[src/rtl/fpi_pkg.sv]
package fpi_pkg;

  typedef enum logic [2:0] {
    CLS_INT   = 3'd0,
    CLS_LOAD  = 3'd1,
    CLS_STORE = 3'd2,
    CLS_FADD  = 3'd3,
    CLS_FMUL  = 3'd4,
    CLS_FDIV  = 3'd5
  } op_cls_e;

  // number of execute stages the class spends before the memory stage
  function automatic int unsigned exec_stages(op_cls_e c, int unsigned add_s,
                                              int unsigned mul_s, int unsigned div_s);
    case (c)
      CLS_FADD: return add_s;
      CLS_FMUL: return mul_s;
      CLS_FDIV: return div_s;
      default:  return 1;
    endcase
  endfunction

  // cycles after issue before a dependent instruction may issue
  function automatic int unsigned ready_delay(op_cls_e c, int unsigned stages);
    case (c)
      CLS_LOAD:  return stages + 1;
      CLS_STORE: return 0;
      default:   return stages;
    endcase
  endfunction

  function automatic logic writes_reg(op_cls_e c);
    return c != CLS_STORE;
  endfunction

  function automatic int unsigned max3(int unsigned a, int unsigned b, int unsigned c);
    int unsigned m;
    m = (a > b) ? a : b;
    return (m > c) ? m : c;
  endfunction

endpackage

[src/rtl/fpi_slot_ring.sv]
module fpi_slot_ring #(
  parameter int unsigned DEPTH = 27,
  localparam int unsigned IW = $clog2(DEPTH)
) (
  input  logic          clk,
  input  logic          rst_n,
  input  logic [IW-1:0] claim_idx,
  input  logic          claim,
  output logic          slot_taken
);
  // bit k set: memory stage (and the write port one cycle later) is claimed k cycles from now
  logic [DEPTH-1:0] res_q;
  logic [DEPTH-1:0] claim_vec;
  logic [DEPTH-1:0] res_d;

  always_comb begin
    claim_vec = '0;
    if (claim) claim_vec[claim_idx] = 1'b1;
    res_d = (res_q | claim_vec) >> 1;
  end

  assign slot_taken = res_q[claim_idx];

  always_ff @(posedge clk) begin
    if (!rst_n) res_q <= '0;
    else        res_q <= res_d;
  end


  no_double_claim_chk: assert property (@(posedge clk) disable iff (!rst_n)
    claim |-> !res_q[claim_idx]);


  claim_kept_chk: assert property (@(posedge clk) disable iff (!rst_n)
    claim |=> res_q[$past(claim_idx) - IW'(1)]);

endmodule

[src/rtl/fpi_div_track.sv]
module fpi_div_track #(
  parameter int unsigned II = 25,
  localparam int unsigned BW = $clog2(II + 1)
) (
  input  logic clk,
  input  logic rst_n,
  input  logic start,
  output logic busy
);
  logic [BW-1:0] left_q;

  assign busy = (left_q != '0);

  always_ff @(posedge clk) begin
    if (!rst_n)     left_q <= '0;
    else if (start) left_q <= BW'(II - 1);
    else if (busy)  left_q <= left_q - BW'(1);
  end


  no_div_overlap_chk: assert property (@(posedge clk) disable iff (!rst_n)
    start |-> !busy);

endmodule

[src/rtl/fpi_reg_board.sv]
module fpi_reg_board #(
  parameter int unsigned NREG = 32,
  parameter int unsigned CW   = 5,
  localparam int unsigned RW  = $clog2(NREG)
) (
  input  logic          clk,
  input  logic          rst_n,
  input  logic          wr_en,
  input  logic [RW-1:0] wr_reg,
  input  logic [CW-1:0] wr_ready,
  input  logic [CW-1:0] wr_wb,
  input  logic [RW-1:0] rd_a,
  input  logic [RW-1:0] rd_b,
  input  logic [RW-1:0] rd_d,
  output logic [CW-1:0] ready_a,
  output logic [CW-1:0] ready_b,
  output logic [CW-1:0] wb_d
);
  logic [CW-1:0] rdy_q [NREG];
  logic [CW-1:0] wb_q  [NREG];

  always_ff @(posedge clk) begin
    for (int i = 0; i < NREG; i++) begin
      if (!rst_n) begin
        rdy_q[i] <= '0;
        wb_q[i]  <= '0;
      end else if (wr_en && wr_reg == RW'(i)) begin
        rdy_q[i] <= wr_ready;
        wb_q[i]  <= wr_wb;
      end else begin
        if (rdy_q[i] != '0) rdy_q[i] <= rdy_q[i] - CW'(1);
        if (wb_q[i]  != '0) wb_q[i]  <= wb_q[i]  - CW'(1);
      end
    end
  end

  assign ready_a = rdy_q[rd_a];
  assign ready_b = rdy_q[rd_b];
  assign wb_d    = wb_q[rd_d];

  for (genvar g = 0; g < NREG; g++) begin : g_mono

    countdown_mono_chk: assert property (@(posedge clk) disable iff (!rst_n)
      !(wr_en && wr_reg == RW'(g)) |=> rdy_q[g] <= $past(rdy_q[g]));
  end

endmodule

[src/rtl/fpi_issue_ctl.sv]
module fpi_issue_ctl
  import fpi_pkg::*;
#(
  parameter int unsigned NREG       = 32,
  parameter int unsigned ADD_STAGES = 4,
  parameter int unsigned MUL_STAGES = 7,
  parameter int unsigned DIV_STAGES = 25,
  parameter int unsigned DIV_II     = 25,
  localparam int unsigned RW   = $clog2(NREG),
  localparam int unsigned MAXS = max3(ADD_STAGES, MUL_STAGES, DIV_STAGES),
  localparam int unsigned RING = MAXS + 2,
  localparam int unsigned IW   = $clog2(RING),
  localparam int unsigned CW   = $clog2(MAXS + 3)
) (
  input  logic          clk,
  input  logic          rst_n,
  input  logic          in_valid,
  input  logic [2:0]    in_cls,
  input  logic [RW-1:0] in_dst,
  input  logic [RW-1:0] in_src_a,
  input  logic          in_use_a,
  input  logic [RW-1:0] in_src_b,
  input  logic          in_use_b,
  output logic          issue,
  output logic          stall,
  output logic          haz_raw,
  output logic          haz_waw,
  output logic          haz_slot,
  output logic          haz_div,
  output logic [CW-1:0] fwd_delay,
  output logic          ex_valid,
  output logic [2:0]    ex_cls
);
  op_cls_e       cls;
  int unsigned   stg;
  logic [IW-1:0] mem_off;
  logic [CW-1:0] ready_v;
  logic [CW-1:0] wb_v;
  logic          writes;

  logic [CW-1:0] ready_a, ready_b, wb_d;
  logic          slot_taken, div_busy;
  logic          board_wr, div_start;

  always_comb begin
    cls     = op_cls_e'(in_cls);
    stg     = exec_stages(cls, ADD_STAGES, MUL_STAGES, DIV_STAGES);
    mem_off = IW'(stg + 1);
    ready_v = CW'(ready_delay(cls, stg));
    wb_v    = CW'(stg + 2);
    writes  = writes_reg(cls);
  end

  fpi_reg_board #(.NREG(NREG), .CW(CW)) u_board (
    .clk(clk), .rst_n(rst_n),
    .wr_en(board_wr), .wr_reg(in_dst),
    .wr_ready(ready_v - CW'(1)), .wr_wb(wb_v - CW'(1)),
    .rd_a(in_src_a), .rd_b(in_src_b), .rd_d(in_dst),
    .ready_a(ready_a), .ready_b(ready_b), .wb_d(wb_d)
  );

  fpi_slot_ring #(.DEPTH(RING)) u_ring (
    .clk(clk), .rst_n(rst_n),
    .claim_idx(mem_off), .claim(issue), .slot_taken(slot_taken)
  );

  fpi_div_track #(.II(DIV_II)) u_div (
    .clk(clk), .rst_n(rst_n), .start(div_start), .busy(div_busy)
  );

  assign haz_raw  = in_valid && ((in_use_a && ready_a != '0) ||
                                 (in_use_b && ready_b != '0));
  assign haz_waw  = in_valid && writes && (wb_d >= wb_v);
  assign haz_slot = in_valid && slot_taken;
  assign haz_div  = in_valid && (cls == CLS_FDIV) && div_busy;

  assign stall     = haz_raw || haz_waw || haz_slot || haz_div;
  assign issue     = in_valid && !stall;
  assign board_wr  = issue && writes;
  assign div_start = issue && (cls == CLS_FDIV);
  assign fwd_delay = ready_v;

  always_ff @(posedge clk) begin
    if (!rst_n) begin
      ex_valid <= 1'b0;
      ex_cls   <= '0;
    end else begin
      ex_valid <= issue;
      ex_cls   <= issue ? in_cls : 3'd0;
    end
  end


  stall_bubble_chk: assert property (@(posedge clk) disable iff (!rst_n)
    (in_valid && stall) |=> !ex_valid);


  issue_enters_ex_chk: assert property (@(posedge clk) disable iff (!rst_n)
    issue |=> (ex_valid && ex_cls == $past(in_cls)));


  unused_src_free_chk: assert property (@(posedge clk) disable iff (!rst_n)
    (in_valid && !in_use_a && !in_use_b) |-> !haz_raw);

endmodule

[config.mk]
export PLATFORM = sky130hd
export DESIGN_NAME = fpi_issue_ctl
export DESIGN_NICKNAME = d
export VERILOG_FILES = /design/src/rtl/fpi_pkg.sv /design/src/rtl/fpi_slot_ring.sv /design/src/rtl/fpi_div_track.sv /design/src/rtl/fpi_reg_board.sv /design/src/rtl/fpi_issue_ctl.sv
export SDC_FILE = /design/constraint.sdc
export NUM_CORES = 1
export LEC_CHECK = 0
export BUFFER_PORTS_ARGS = -buffer_cell sky130_fd_sc_hd__buf_2
export CAP_MARGIN = 20
export CELL_PAD_IN_SITES_DETAIL_PLACEMENT = 1
export CELL_PAD_IN_SITES_GLOBAL_PLACEMENT = 1
export CORE_ASPECT_RATIO = 1.1
export CORE_MARGIN = 2
export CORE_UTILIZATION = 50
export CTS_BUF_LIST = sky130_fd_sc_hd__clkbuf_8
export DETAILED_ROUTE_END_ITERATION = 8
export PLACE_DENSITY = 0.91
export REMOVE_ABC_BUFFERS = 1
export SYNTH_ARGS = -nofsm -noshare
export SYNTH_HDL_FRONTEND = slang
export SYNTH_SLANG_ARGS = --single-unit
[constraint.sdc]
create_clock -name clk -period 16.6 [get_ports clk]
set_input_delay 2.49 -clock clk [delete_from_list [all_inputs] [get_ports clk]]
set_output_delay 2.49 -clock clk [all_outputs]
set_load 0.01 [all_outputs]
# Word-level counts from Yosys, hierarchy flattened
# Memories as Yosys holds them, arrays and structs flattened.
# Cells that the tools add are included.
[word_totals] ff_bits=36 mem_bits_rw=320 inputBits=23 output_inout_bits=15 wordCells=857 n_memories=2
[classes] n_addsub=69 order_cmp=3 eq_ne=37 mux=490 bitwise_logic=130 reduce_logical=120
[memory_table] memory="u_board.rdy_q" words=32 word_bits=5 rd=34 rd_ports_with_merged_regs=0 wr=32 line="fpi_reg_board.sv:19" rtl="logic [CW-1:0] rdy_q [NREG];"
[memory_table] memory="u_board.wb_q" words=32 word_bits=5 rd=33 rd_ports_with_merged_regs=0 wr=32 line="fpi_reg_board.sv:20" rtl="logic [CW-1:0] wb_q [NREG];"
[ops] op="5-bit 2-to-1 mux" count=130
[ops] op="1-bit 2-to-1 mux" count=355
[ops] op="5-bit nonzero test" count=67
[ops] op="5-bit by 1-bit subtractor with 5-bit output (second input constant)" count=67
[ops] op="1-bit OR" count=128
[ops] op="5-bit equality test (second input constant)" count=16
[ops] op="1-bit logical AND" count=44
[ops] op="5-bit by 4-bit equality test with 1-bit output (second input constant)" count=8
[ops] op="27-bit 2-to-1 mux" count=1
[ops] op="27-bit OR" count=1
[ops] op="5-bit by 3-bit equality test with 1-bit output (second input constant)" count=4
[ops] op="5-bit one-hot mux with 3 select lines" count=1
[ops] op="5-bit by 2-bit equality test with 1-bit output (second input constant)" count=2
[ops] op="5-bit one-hot mux with 2 select lines" count=1
[ops] op="3-bit by 2-bit equality test with 1-bit output (second input constant)" count=2
[ops] op="3-bit equality test (second input constant)" count=2
[ops] op="5-bit by 6-bit < comparator with 1-bit output (second input constant)" count=1
[ops] op="5-bit by 1-bit adder with 5-bit output (second input constant)" count=1
[ops] op="5-bit by 2-bit adder with 5-bit output (second input constant)" count=1
[ops] op="1-bit binary-select mux with 5-bit select" count=1
[ops] op="1-bit demux with 5-bit select" count=1
[ops] op="5-bit by 1-bit equality test with 1-bit output (second input constant)" count=1
[ops] op="5-bit by 1-bit >= comparator with 1-bit output (second input constant)" count=1
[ops] op="5-bit >= comparator" count=1
[ops] op="other kinds (9)" count=12

# Logic depth before layout (Yosys ltp)
# Gate-level depths: netlist (run 1).
[logic_depth] ltp_word=17 depth_mapped=16 ltp_nobuf=13

# Cells and area by module
# A second synthesis (run 1) with hierarchy kept.
[unflattened] hier_cells=1865 hier_area_um2=23520.1
[by_module_without_submodules] mod="fpi_reg_board" n_inst=1 cells_per_inst=1637 area_per_inst_um2=21550.7 seq_area_each_um2=9609.2
[by_module_without_submodules] mod="fpi_slot_ring" n_inst=1 cells_per_inst=123 area_per_inst_um2=1179.9 seq_area_each_um2=520.5
[by_module_without_submodules] mod="fpi_issue_ctl" n_inst=1 cells_per_inst=79 area_per_inst_um2=544.3 seq_area_each_um2=80.1
[by_module_without_submodules] mod="fpi_div_track" n_inst=1 cells_per_inst=26 area_per_inst_um2=245.2 seq_area_each_um2=100.1

# Least setup slack after synthesis (run 1)
# Ideal clock, no wire load.
[synth_path] path_type="input -> output" start="input in_dst[0]" end="output issue" t_arrival_ps=6379 slack_ps=7731 stages=14 path_buffers=3 path_cell_list="clkbuf_1 -> buf_1 -> mux4_2 -> mux4_2 -> mux2_2 -> ha_1 -> a21oi_1 -> nor2b_1 -> o21ai_0 -> a21oi_1 -> nor3_2 -> buf_4 -> nand3_4 -> inv_1"
[synth_via] elab_chain_len=8
[synth_lines] element="start: declaration" line="fpi_issue_ctl.sv:19" rtl="input logic [RW-1:0] in_dst,"
[synth_lines] element="memory 32 x 5 bit"
[synth_lines] element="5-bit >= comparator" line="fpi_issue_ctl.sv:73" rtl="assign haz_waw = in_valid && writes && (wb_d >= wb_v);"
[synth_lines] element="1-bit logical AND" line="fpi_issue_ctl.sv:73"
[synth_lines] element="net haz_waw" line="fpi_issue_ctl.sv:27" rtl="output logic haz_waw,"
[synth_lines] element="1-bit logical OR (3 in a row)" line="fpi_issue_ctl.sv:77" rtl="assign stall = haz_raw || haz_waw || haz_slot || haz_div;"
[synth_lines] element="1-bit zero test" line="fpi_issue_ctl.sv:78" rtl="assign issue = in_valid && !stall;"
[synth_lines] element="1-bit logical AND" line="fpi_issue_ctl.sv:78"
[synth_lines] element="end: declaration" line="fpi_issue_ctl.sv:24" rtl="output logic issue,"
# The timed path passes the listed nets, and every way through them passes these cells.

# Worst setup path in the final report (run 1)
[layout_path] start="input in_dst[0]" end="output issue"
[layout_via] elab_chain_len=8
[layout_lines] element="memory 32 x 5 bit"
[layout_lines] element="5-bit >= comparator" line="fpi_issue_ctl.sv:73"
[layout_lines] element="1-bit logical AND" line="fpi_issue_ctl.sv:73"
[layout_lines] element="1-bit logical OR (3 in a row)" line="fpi_issue_ctl.sv:77"
[layout_lines] element="1-bit zero test" line="fpi_issue_ctl.sv:78"
[layout_lines] element="1-bit logical AND" line="fpi_issue_ctl.sv:78"
# No other way between the ends.

==> results of run 1 <==
==> layout by cell type (no fill, tap or decap), types with 38 or more instances in the layout <==
master / netlist / final
or3b_2: 38 / 38
clkbuf_8: 0 / 67
nor3_1: 87 / 87
mux4_2: 53 / 53
mux2_2: 76 / 76
mux2i_1: 193 / 193
nor2_1: 301 / 297
o21ai_0: 74 / 74
xor2_1: 112 / 112
nand2_1: 172 / 172
edfxtp_1: 320 / 320
inv_1: 143 / 167
ha_1: 73 / 73
mux2_4: 57 / 57
nand3_1: 146 / 146
==> cell type report <==
class                   count  area [um^2]  area share, %
diodes                      1         2.50        0.00972
flip-flops and latches    355        10300           40.1
inverters                 144          541           2.10
well taps                 645          807           3.14
clock inverters            48          239          0.928
repair buffers             56          347           1.35
clock buffers              67          922           3.58
multi-input cells        1627        12600           48.8
==> cell families after synthesis <==
logic type	Yosys count	synth area share (%)
buffers and inverters	285	5.67
AND/OR/NAND/NOR	902	19.5
adder cells (fa/ha/maj)	73	3.78
AO/OA/AOI/OAI	153	4.05
flip-flops	355	42.6
multiplexers	379	20.0
XOR/XNOR	120	4.35
==> worst max path at each step <==
stage / end / cells after the start / slack, ns
5_1_grt: issue / 16 / 6.46
3_5_place_dp: issue / 16 / 6.85
2_1_floorplan: issue / 11 / 5.94
4_1_cts: issue / 16 / 6.82
3_3_place_gp: issue / 15 / 7.10
6_report: issue / 16 / 6.74
==> per-layer routing <==
layer | part of all wire, % | global-route usage, %
met5 | 0.016 | 0
met4 | 5.6 | 17.9
met3 | 7.2 | 5.03
met2 | 50 | 52.1
met1 | 37 | 34.6
==> power breakdown <==
group / total (mW) / leakage [nW] / internal [mW] / switching [mW]
clock: 0.801 / 0.667 / 0.391 / 0.410
sequential: 1.95 / 3.91 / 1.52 / 0.432
combinational: 2.00 / 7.06 / 0.846 / 1.15
==> registers in the layout, indices dropped and copies added, names as in the netlist <==
signal,cells
u_board.rdy_q,160
u_board.wb_q,160
u_ring.res_q,26
u_div.left_q,5
ex_cls,3
ex_valid,1
==> results.json, run 1 <==
{
  "grt_remaining_overflow": 0,
  "globalplace.congestion": 0.907,
  "worst_skew_pair.late_latency_ns": 0.67,
  "synth-warning-count": 0,
  "worstHoldPathCells": 1,
  "post-synth-top-count-cell": "edfxtp_1",
  "finalClockSkew_ns": 0.0389,
  "ff2ff_setup_slack_ns": 10.92,
  "synthDistinctLibCells": 62,
  "worst_slack_ns": 6.74,
  "number_of_global_route_vias_before_repair": 20700,
  "period_share_pct": 59.4,
  "fmaxAchievable_mhz": 101,
  "io_port_bufs": 37,
  "avgRoutedWirePerCell_um": 25.6,
  "rr_startpoint": "u_board.wb_q[19][0]",
  "number_of_flops_mapped_to_enable_cells_by_yosys": 320,
  "finalWirelength_um": 75200,
  "period_minus_slack_ns": 9.86,
  "drc_viols": 0,
  "critical_path.max_fanout": 48,
  "hold_buffers": 0,
  "cts_buffers": 66,
  "synth.cells.most_frequent": "edfxtp_1, nor2_1, mux2i_1, nand2_1, nand3_1",
  "max-vdd-ir-drop_uv": 69.3,
  "drt_first_pass_iters": 6,
  "required_ns": 14.11,
  "power_density_nw_per_um2": 184,
  "crit_chain": "buf_2 > buf_4 > mux4_2 > mux4_2 > mux2i_1 > ha_1 > nand2b_1 > a21oi_1 > nor2b_1 > o21ai_0 > a21oi_1 > nor3_4 > buf_4 > nand3_4 > inv_1 > buf_2",
  "post_cts_buffers": 0,
  "numPlacedInstances": 2826,
  "total_power_consumption_of_the_routed_design_mw": 4.75,
  "clock_tree_from_tritoncts": "built",
  "core_region_area_um2": 47800,
  "cap_viol_max_count": 0,
  "place_worst_setup_slack_ns": 6.85,
  "per_instance_average_area_after_synthesis_um2": 10.7,
  "cts.reportedPaths.clkPinSlew_ns": 0.06,
  "clockRootBuffer": "clkbuf_8",
  "critical-path-max-stage-delay_ns": 0.72,
  "fin_setup_tns_ns": 0,
  "initial_antenna_violation_count": 2,
  "antenna_violating_nets_post_route": 0,
  "track_usage_pct": 30.1,
  "die-height_um": 235,
  "postSynthRegisterBits": 355,
  "reg2regPathDepth": 13,
  "async_flop_share_pct": 0,
  "fp.dieArea_um2": 50200,
  "count_of_pins_over_their_slew_limit": 0,
  "synth_top_area_share_pct": 39.7,
  "syn-instance-count": 2267,
  "hpwlAfterDp_um": 50500,
  "worst_hold_path_type": "flip-flop to flip-flop",
  "p_leak_nw": 11.6,
  "cts-resized-gates": 0,
  "worst_slew_margin_rel_pct": 21.3,
  "rr_endpoint": "u_board.wb_q[19][4]",
  "rows": 84,
  "fin_hold_ws_ns": 0.412,
  "layout.cell_area.non_filler_um2": 25700,
  "tightestPinTransition_ns": 1.18,
  "timing.hold.worst_endpoint": "u_ring.res_q[13]",
  "critical_path.startpoint_type": "input port",
  "chip_width_um": 214,
  "io_pins": 38,
  "drt_first_iter_violations": 1722,
  "hold_path_startpoint": "u_ring.res_q[14]",
  "detailed_place.area_um2": 24600,
  "crit_family": "buffers and inverters",
  "synthToLayoutAreaGrowth_pct": 6.43,
  "initial_core_util_pct": 50.6,
  "viasPerCell": 6.46,
  "drive_gt1_share_pct": 17.5,
  "clock_path_buffers": 3,
  "grt_first_pass_wirelength_um": 117000,
  "finalNetCount": 2346,
  "yosysTopAreaCell": "edfxtp_1",
  "critPathBufInv": 5,
  "timing_hold_violations_final": 0,
  "postLayoutCoreUtil_pct": 53.8,
  "crit_end_category": "primary output",
  "post_synth_main_area_contributors": "edfxtp_1, mux2i_1, mux4_2",
  "crit_slowest_cell": "buf_4",
  "critical_path_arrival_ns": 7.37,
  "type_of_the_setup_path_with_the_least_slack": "input port to primary output",
  "num_vias": 19000,
  "run_status": "finished, final reports clean",
  "setup_viol": 0,
  "maximum_level_of_the_cts_h_tree": 3,
  "grt_setup_unrepaired": "no",
  "fillCellCount": 5189,
  "synth.yosys.seq_area_share_pct": 42.6,
  "grt_max_degree": 102,
  "layout.cells.non_filler": 2943,
  "synth_top_flop_cell": "edfxtp_1",
  "crit_path_start": "in_dst[0]",
  "synth.cell_area_um2": 24200,
  "cts_sinks": 355
}
Power figures use the tool's default switching activity.
==> inputs of run 2 (changes only) <==
ABC_AREA = 1   (was default)
CORE_UTILIZATION = 45   (was 50)
clock period = 8.7 ns   (was 16.6 ns; I/O delays follow)
==> run 2 against run 1 <==
Net effect: synthesized area fell by 0.36%; critical path depth up 1; sequential power grew 73%; total power is 89% higher; critical path type unchanged; die area increased by 11%; setup slack lost 4.5 ns; synthesized cell count is 32% higher; clock-buffer cell count fell by 1; final cell count is 27% higher; largest power group unchanged; highest routed layer unchanged; utilization shrank 4.3 points; clock power grew 99%; global-route usage rose by 0.74 points.
==> results.json, run 2 <==
{
  "count_of_pins_over_their_slew_limit": 0,
  "wl_met1_um": 32200,
  "cts_buffers": 59,
  "post-synth-top-count-cell": "nand2_1",
  "worst_skew_pair.late_latency_ns": 0.73,
  "power_density_nw_per_um2": 343,
  "globalplace.congestion": 0.913,
  "critical_path_arrival_ns": 5.19,
  "hold_buffers": 0,
  "worst_hold_path_type": "flip-flop to flip-flop",
  "initial_core_util_pct": 45.7,
  "post_cts_buffers": 0,
  "swShare_pct": 43.8,
  "synthDistinctLibCells": 46,
  "rows": 88,
  "viasPerCell": 6.05,
  "track_usage_pct": 30.8,
  "grt_remaining_overflow": 0,
  "number_of_flops_mapped_to_enable_cells_by_yosys": 320,
  "highest_layer": "met5",
  "setup_viol": 0,
  "fin_hold_ws_ns": 0.409,
  "met2_length_um": 40400,
  "initial_antenna_violation_count": 4,
  "drive_gt1_share_pct": 9.63,
  "comb_power_share_pct": 44.6,
  "fmaxAchievable_mhz": 154,
  "finalNetCount": 3099,
  "hpwlAfterDp_um": 58400,
  "layout.cell_area.non_filler_um2": 26100,
  "total_power_consumption_of_the_routed_design_mw": 8.96,
  "io_port_bufs": 37,
  "clock_tree_from_tritoncts": "built",
  "required_ns": 7.39,
  "cts.reportedPaths.clkPinSlew_ns": 0.05,
  "postSynthRegisterBits": 355,
  "drt_first_iter_violations": 1872,
  "type_of_the_setup_path_with_the_least_slack": "input port to primary output",
  "number_of_global_route_vias_before_repair": 23800,
  "tightestPinTransition_ns": 1.14,
  "regArea_um2": 10300,
  "cap_viol_max_count": 0,
  "run_status": "finished, final reports clean",
  "grt_max_degree": 149,
  "crit_end_category": "primary output",
  "synthToLayoutAreaGrowth_pct": 8.32,
  "chip_width_um": 225,
  "layout.cells.most_common": "nand2_1",
  "synth-warning-count": 0,
  "post_synth_main_area_contributors": "edfxtp_1, nand2_1, nand4_1",
  "critical_path.startpoint_type": "input port",
  "clockRootBuffer": "clkbuf_8",
  "max-vdd-ir-drop_uv": 157,
  "synth_top_flop_cell": "edfxtp_1",
  "finalClockSkew_ns": 0.0417,
  "fin_setup_tns_ns": 0,
  "io_pins": 38,
  "largest_registers": "u_board.rdy_q x160, u_board.wb_q x160, u_ring.res_q x26",
  "drc_viols": 0,
  "avgRoutedWirePerCell_um": 22.7,
  "die-height_um": 247,
  "period_minus_slack_ns": 6.49,
  "cts_sinks": 355,
  "fillCellCount": 6392,
  "syn-instance-count": 2992,
  "clock_path_buffers": 3,
  "cellInternalPower_mw": 5.04,
  "postLayoutCoreUtil_pct": 49.5,
  "yosysTopAreaCell": "edfxtp_1",
  "power.switching_mw": 3.92,
  "dr_wl_met3_um": 7290,
  "power.clock.fraction_pct": 17.8,
  "maximum_level_of_the_cts_h_tree": 2,
  "multi_input_comb_area_um2": 11900,
  "cts-resized-gates": 0,
  "drt_first_pass_iters": 7,
  "finalWirelength_um": 84800,
  "critical_path.max_fanout": 25,
  "antenna_violating_nets_post_route": 0,
  "power.share.sequential_pct": 37.6,
  "num_vias": 22600,
  "synth.yosys.seq_area_share_pct": 42.8,
  "synth.cells.most_frequent": "nand2_1, inv_1, edfxtp_1, nand4_1, nand3_1",
  "most-common-layout-cells": "nand2_1, inv_1, edfxtp_1",
  "fp.dieArea_um2": 55400,
  "worst_slew_margin_rel_pct": 24.1,
  "synth.cell_area_um2": 24100,
  "period_share_pct": 74.6,
  "grt_first_pass_wirelength_um": 133000,
  "async_flop_share_pct": 0,
  "p_leak_nw": 12.4,
  "synth_top_area_share_pct": 39.9,
  "detailed_place.area_um2": 24900,
  "per_instance_average_area_after_synthesis_um2": 8.05,
  "core_region_area_um2": 52700,
  "grt_setup_unrepaired": "no",
  "timing_hold_violations_final": 0
}
run 2: worst max-delay path, stage by stage:
cell	delay [ns]
buf_2	0.12
clkinv_1	0.34
nand2_1	0.20
buf_4	0.34
o221ai_1	0.27
a22o_1	0.26
a221oi_1	0.48
a21oi_1	0.16
ha_1	0.39
a21oi_1	0.22
o221ai_1	0.14
a21oi_1	0.16
nor2_1	0.10
nor2_4	0.17
nand4_4	0.19
inv_1	0.16
buf_2	0.15
run 2: worst paths after layout:
kind / startpoint / cells after the start / to / slack (ns)
worst max-delay path: in_dst[0] / 17 / issue / 2.21
worst min-delay path: u_ring.res_q[20] / 2 / u_ring.res_q[19] / 0.41
worst max register to register: u_board.wb_q[21][4] / 18 / u_board.wb_q[7][4] / 3.63
worst min register to register: u_ring.res_q[20] / 2 / u_ring.res_q[19] / 0.41
run 2: metrics by stage:
stage | worst slack [ns] | instances
floorplan | 2.28 | 2883
global placement | 2.34 | 3617
detailed placement | 2.18 | 3617
CTS | 2.35 | 3727
global route | 1.95 | 3729
finish | 2.21 | 3730
run 2: cells by family after synthesis:
| family | synth area share (%) |
|---|---|
| AOI/OAI and AO/OA | 5.85 |
| xor gates and xnor gates | 4.76 |
| adders and majority gates | 3.79 |
| buffers and inverters | 7.91 |
| DFF | 42.8 |
| and+or+nand+nor | 34.9 |
run 2: area by class of cell:
| type | count | share of cell area, % |
|---|---|---|
| clock buffers | 66 | 3.48 |
| well taps | 675 | 3.24 |
| clock inverters | 44 | 1.21 |
| flip-flops and latches | 355 | 39.5 |
| repair buffers | 59 | 1.48 |
| multi-input cells | 2151 | 45.6 |
| inverters | 377 | 5.44 |
| diodes | 3 | 0.0288 |
run 2: power groups by stage:
| stage | sequential, mW | combinational, mW | clock, mW |
|---|---|---|---|
| 2_1_floorplan | 3.18 | 2.80 | 0 |
| 3_3_place_gp | 3.33 | 3.58 | 0 |
| 3_5_place_dp | 3.38 | 3.87 | 0 |
| 4_1_cts | 3.35 | 3.94 | 1.60 |
| 5_1_grt | 3.43 | 4.44 | 1.67 |
| 6_report | 3.37 | 4.00 | 1.59 |
run 2: routing by layer:
metal | global-route usage, % | vias to the layer above
met5 | 0 | -
met4 | 16.9 | 2
met3 | 5.76 | 334
met2 | 52.1 | 1061
met1 | 37.2 | 11000
li1 | - | 10200
==> inputs of run 3 (changes only) <==
clock period = 5.4 ns   (was 8.7 ns; I/O delays follow)
==> run 3 against run 2 <==
Net effect: total power grew 59%; first-iteration DRC count rose by 12%; combinational power rose by 64%; wire length rose by 1.5%; cell area grew 0.51%; clock skew fell by 0.012 ns; sequential power increased by 61%.
==> results.json, run 3 (same netlist as run 2, synthesis figures left out) <==
{
  "finalClockSkew_ns": 0.0302,
  "ff2ff_setup_slack_ns": 0.99,
  "timing_hold_violations_final": 0,
  "worst_hold_path_type": "flip-flop to flip-flop",
  "cts-resized-gates": 0,
  "post_cts_buffers": 0,
  "rr_endpoint": "u_board.rdy_q[30][0]",
  "layout.cells.most_common": "nand2_1",
  "clockRootBuffer": "clkbuf_8",
  "synthToLayoutAreaGrowth_pct": 8.87,
  "reg2regPathDepth": 17,
  "fin_hold_ws_ns": 0.409,
  "rr_startpoint": "u_board.wb_q[17][4]",
  "type_of_the_setup_path_with_the_least_slack": "input port to primary output",
  "drive_gt1_share_pct": 10.1,
  "p_leak_nw": 12.4,
  "fin_setup_tns_ns": 0,
  "setup_viol": 0,
  "io_pins": 38,
  "grt_remaining_overflow": 0,
  "power_density_nw_per_um2": 545,
  "cap_viol_max_count": 0,
  "cts_buffers": 58,
  "clock_path_buffers": 3,
  "max-vdd-ir-drop_uv": 255,
  "finalWirelength_um": 86100,
  "critical_path_arrival_ns": 4.41,
  "finalNetCount": 3122,
  "crit_end_category": "primary output",
  "critical_path.startpoint_type": "input port",
  "drt_first_iter_violations": 2105,
  "chip_width_um": 225,
  "count_of_pins_over_their_slew_limit": 0,
  "period_minus_slack_ns": 5.22,
  "antenna_violating_nets_post_route": 0,
  "hold_buffers": 0,
  "initial_core_util_pct": 45.7,
  "cts_sinks": 355,
  "num_vias": 22600,
  "run_status": "finished, final reports clean",
  "period_share_pct": 96.7,
  "hpwlAfterDp_um": 60800,
  "core_region_area_um2": 52700,
  "most-common-layout-cells": "nand2_1, inv_1, edfxtp_1",
  "number_of_global_route_vias_before_repair": 24000,
  "fmaxAchievable_mhz": 191,
  "worst_skew_pair.late_latency_ns": 0.69,
  "maximum_level_of_the_cts_h_tree": 2,
  "tightestPinTransition_ns": 0.872,
  "grt_setup_unrepaired": "no",
  "fp.dieArea_um2": 55400,
  "avgRoutedWirePerCell_um": 23.0,
  "initial_antenna_violation_count": 4,
  "worst_slew_margin_rel_pct": 41.8,
  "crit_path_start": "in_dst[0]",
  "largest_registers": "u_board.rdy_q x160, u_board.wb_q x160, u_ring.res_q x26",
  "required_ns": 4.59,
  "cts.reportedPaths.clkPinSlew_ns": 0.06,
  "critical_path.max_fanout": 14,
  "track_usage_pct": 31.2,
  "grt_first_pass_wirelength_um": 134000,
  "viasPerCell": 6.02,
  "io_port_bufs": 37,
  "worst_setup_path_endpoint": "issue",
  "drt_first_pass_iters": 6,
  "globalplace.congestion": 0.942,
  "clock_tree_from_tritoncts": "built",
  "drc_viols": 0,
  "grt_max_degree": 135,
  "rows": 88,
  "die-height_um": 247
}
## run 3: changes by cell type in the layout (fill, tap and decap cells not counted), moves of 2 or more
cell,change
clkbuf_8,-3
clkinv_1,+13
buf_12,+9
clkinv_2,-3
buf_4,+15
bufinv_16,-4
inv_1,-9
clkinvlp_4,+2
## run 3: final cells by class
class,count,area [um^2]
Timing Repair Buffer,83,678
Fill cell,6420,26500
Clock buffer,63,867
Sequential cell,355,10300
Antenna cell,2,5.00
Inverter,377,1420
Tap cell,675,845
Multi-Input combinational cell,2151,11900
Clock inverter,42,196
## run 3: routing by layer
metal	share of wire (%)	up-vias	wire, um	track usage, %
li1	-	10200	-	-
met1	38	11000	32300	36.5
met2	48	1002	40900	52.5
met3	8.4	357	7210	6.37
met4	6.5	4	5590	19.2
met5	0.035	-	30	0
## run 3: worst max-delay path: stages
cell	delay (ns)
buf_2	0.17
nor2_2	0.26
clkinvlp_4	0.39
o21ai_0	0.44
o21ai_0	0.23
nand3_1	0.14
a211oi_1	0.05
buf_4	0.16
a31oi_1	0.20
ha_1	0.29
nand4_1	0.10
o221ai_1	0.11
a21oi_1	0.21
nor2_1	0.13
nor2_4	0.16
nand4_4	0.15
buf_4	0.20
inv_1	0.08
buf_2	0.14
## run 3: where the power goes
part           switching (mW)  leakage, nW  internal [mW]
sequential              0.837         3.91           4.60
combinational            4.37         7.92           2.20
clock                    1.17        0.603           1.11
total                    6.38         12.4           7.91
## run 3: per-stage QoR
step | setup WS [ns] | instance area (um^2) | power, mW | utilization (%) | cells
after global placement | 0.381 | 25200 | 11.2 | 47.7 | 3641
after floorplan | -0.529 | 23600 | 9.65 | - | 2883
final | 0.177 | 26200 | 14.3 | 49.7 | 3748
after CTS | 0.261 | 26200 | 14.2 | 49.7 | 3746
after global routing | 0.0252 | 26200 | 15.2 | 49.7 | 3747
after detailed placement | 0.174 | 25200 | 11.8 | 47.7 | 3641
## run 3: worst min path at each step
stage,cells past startpoint,slack [ns],startpoint,endpoint
floorplan,2,0.39,u_ring.res_q[12],u_ring.res_q[11]
global placement,2,0.39,u_ring.res_q[6],u_ring.res_q[5]
detailed placement,2,0.40,u_ring.res_q[17],u_ring.res_q[16]
CTS,2,0.41,u_ring.res_q[19],u_ring.res_q[18]
global route,2,0.43,u_ring.res_q[19],u_ring.res_q[18]
finish,2,0.41,u_ring.res_q[19],u_ring.res_q[18]
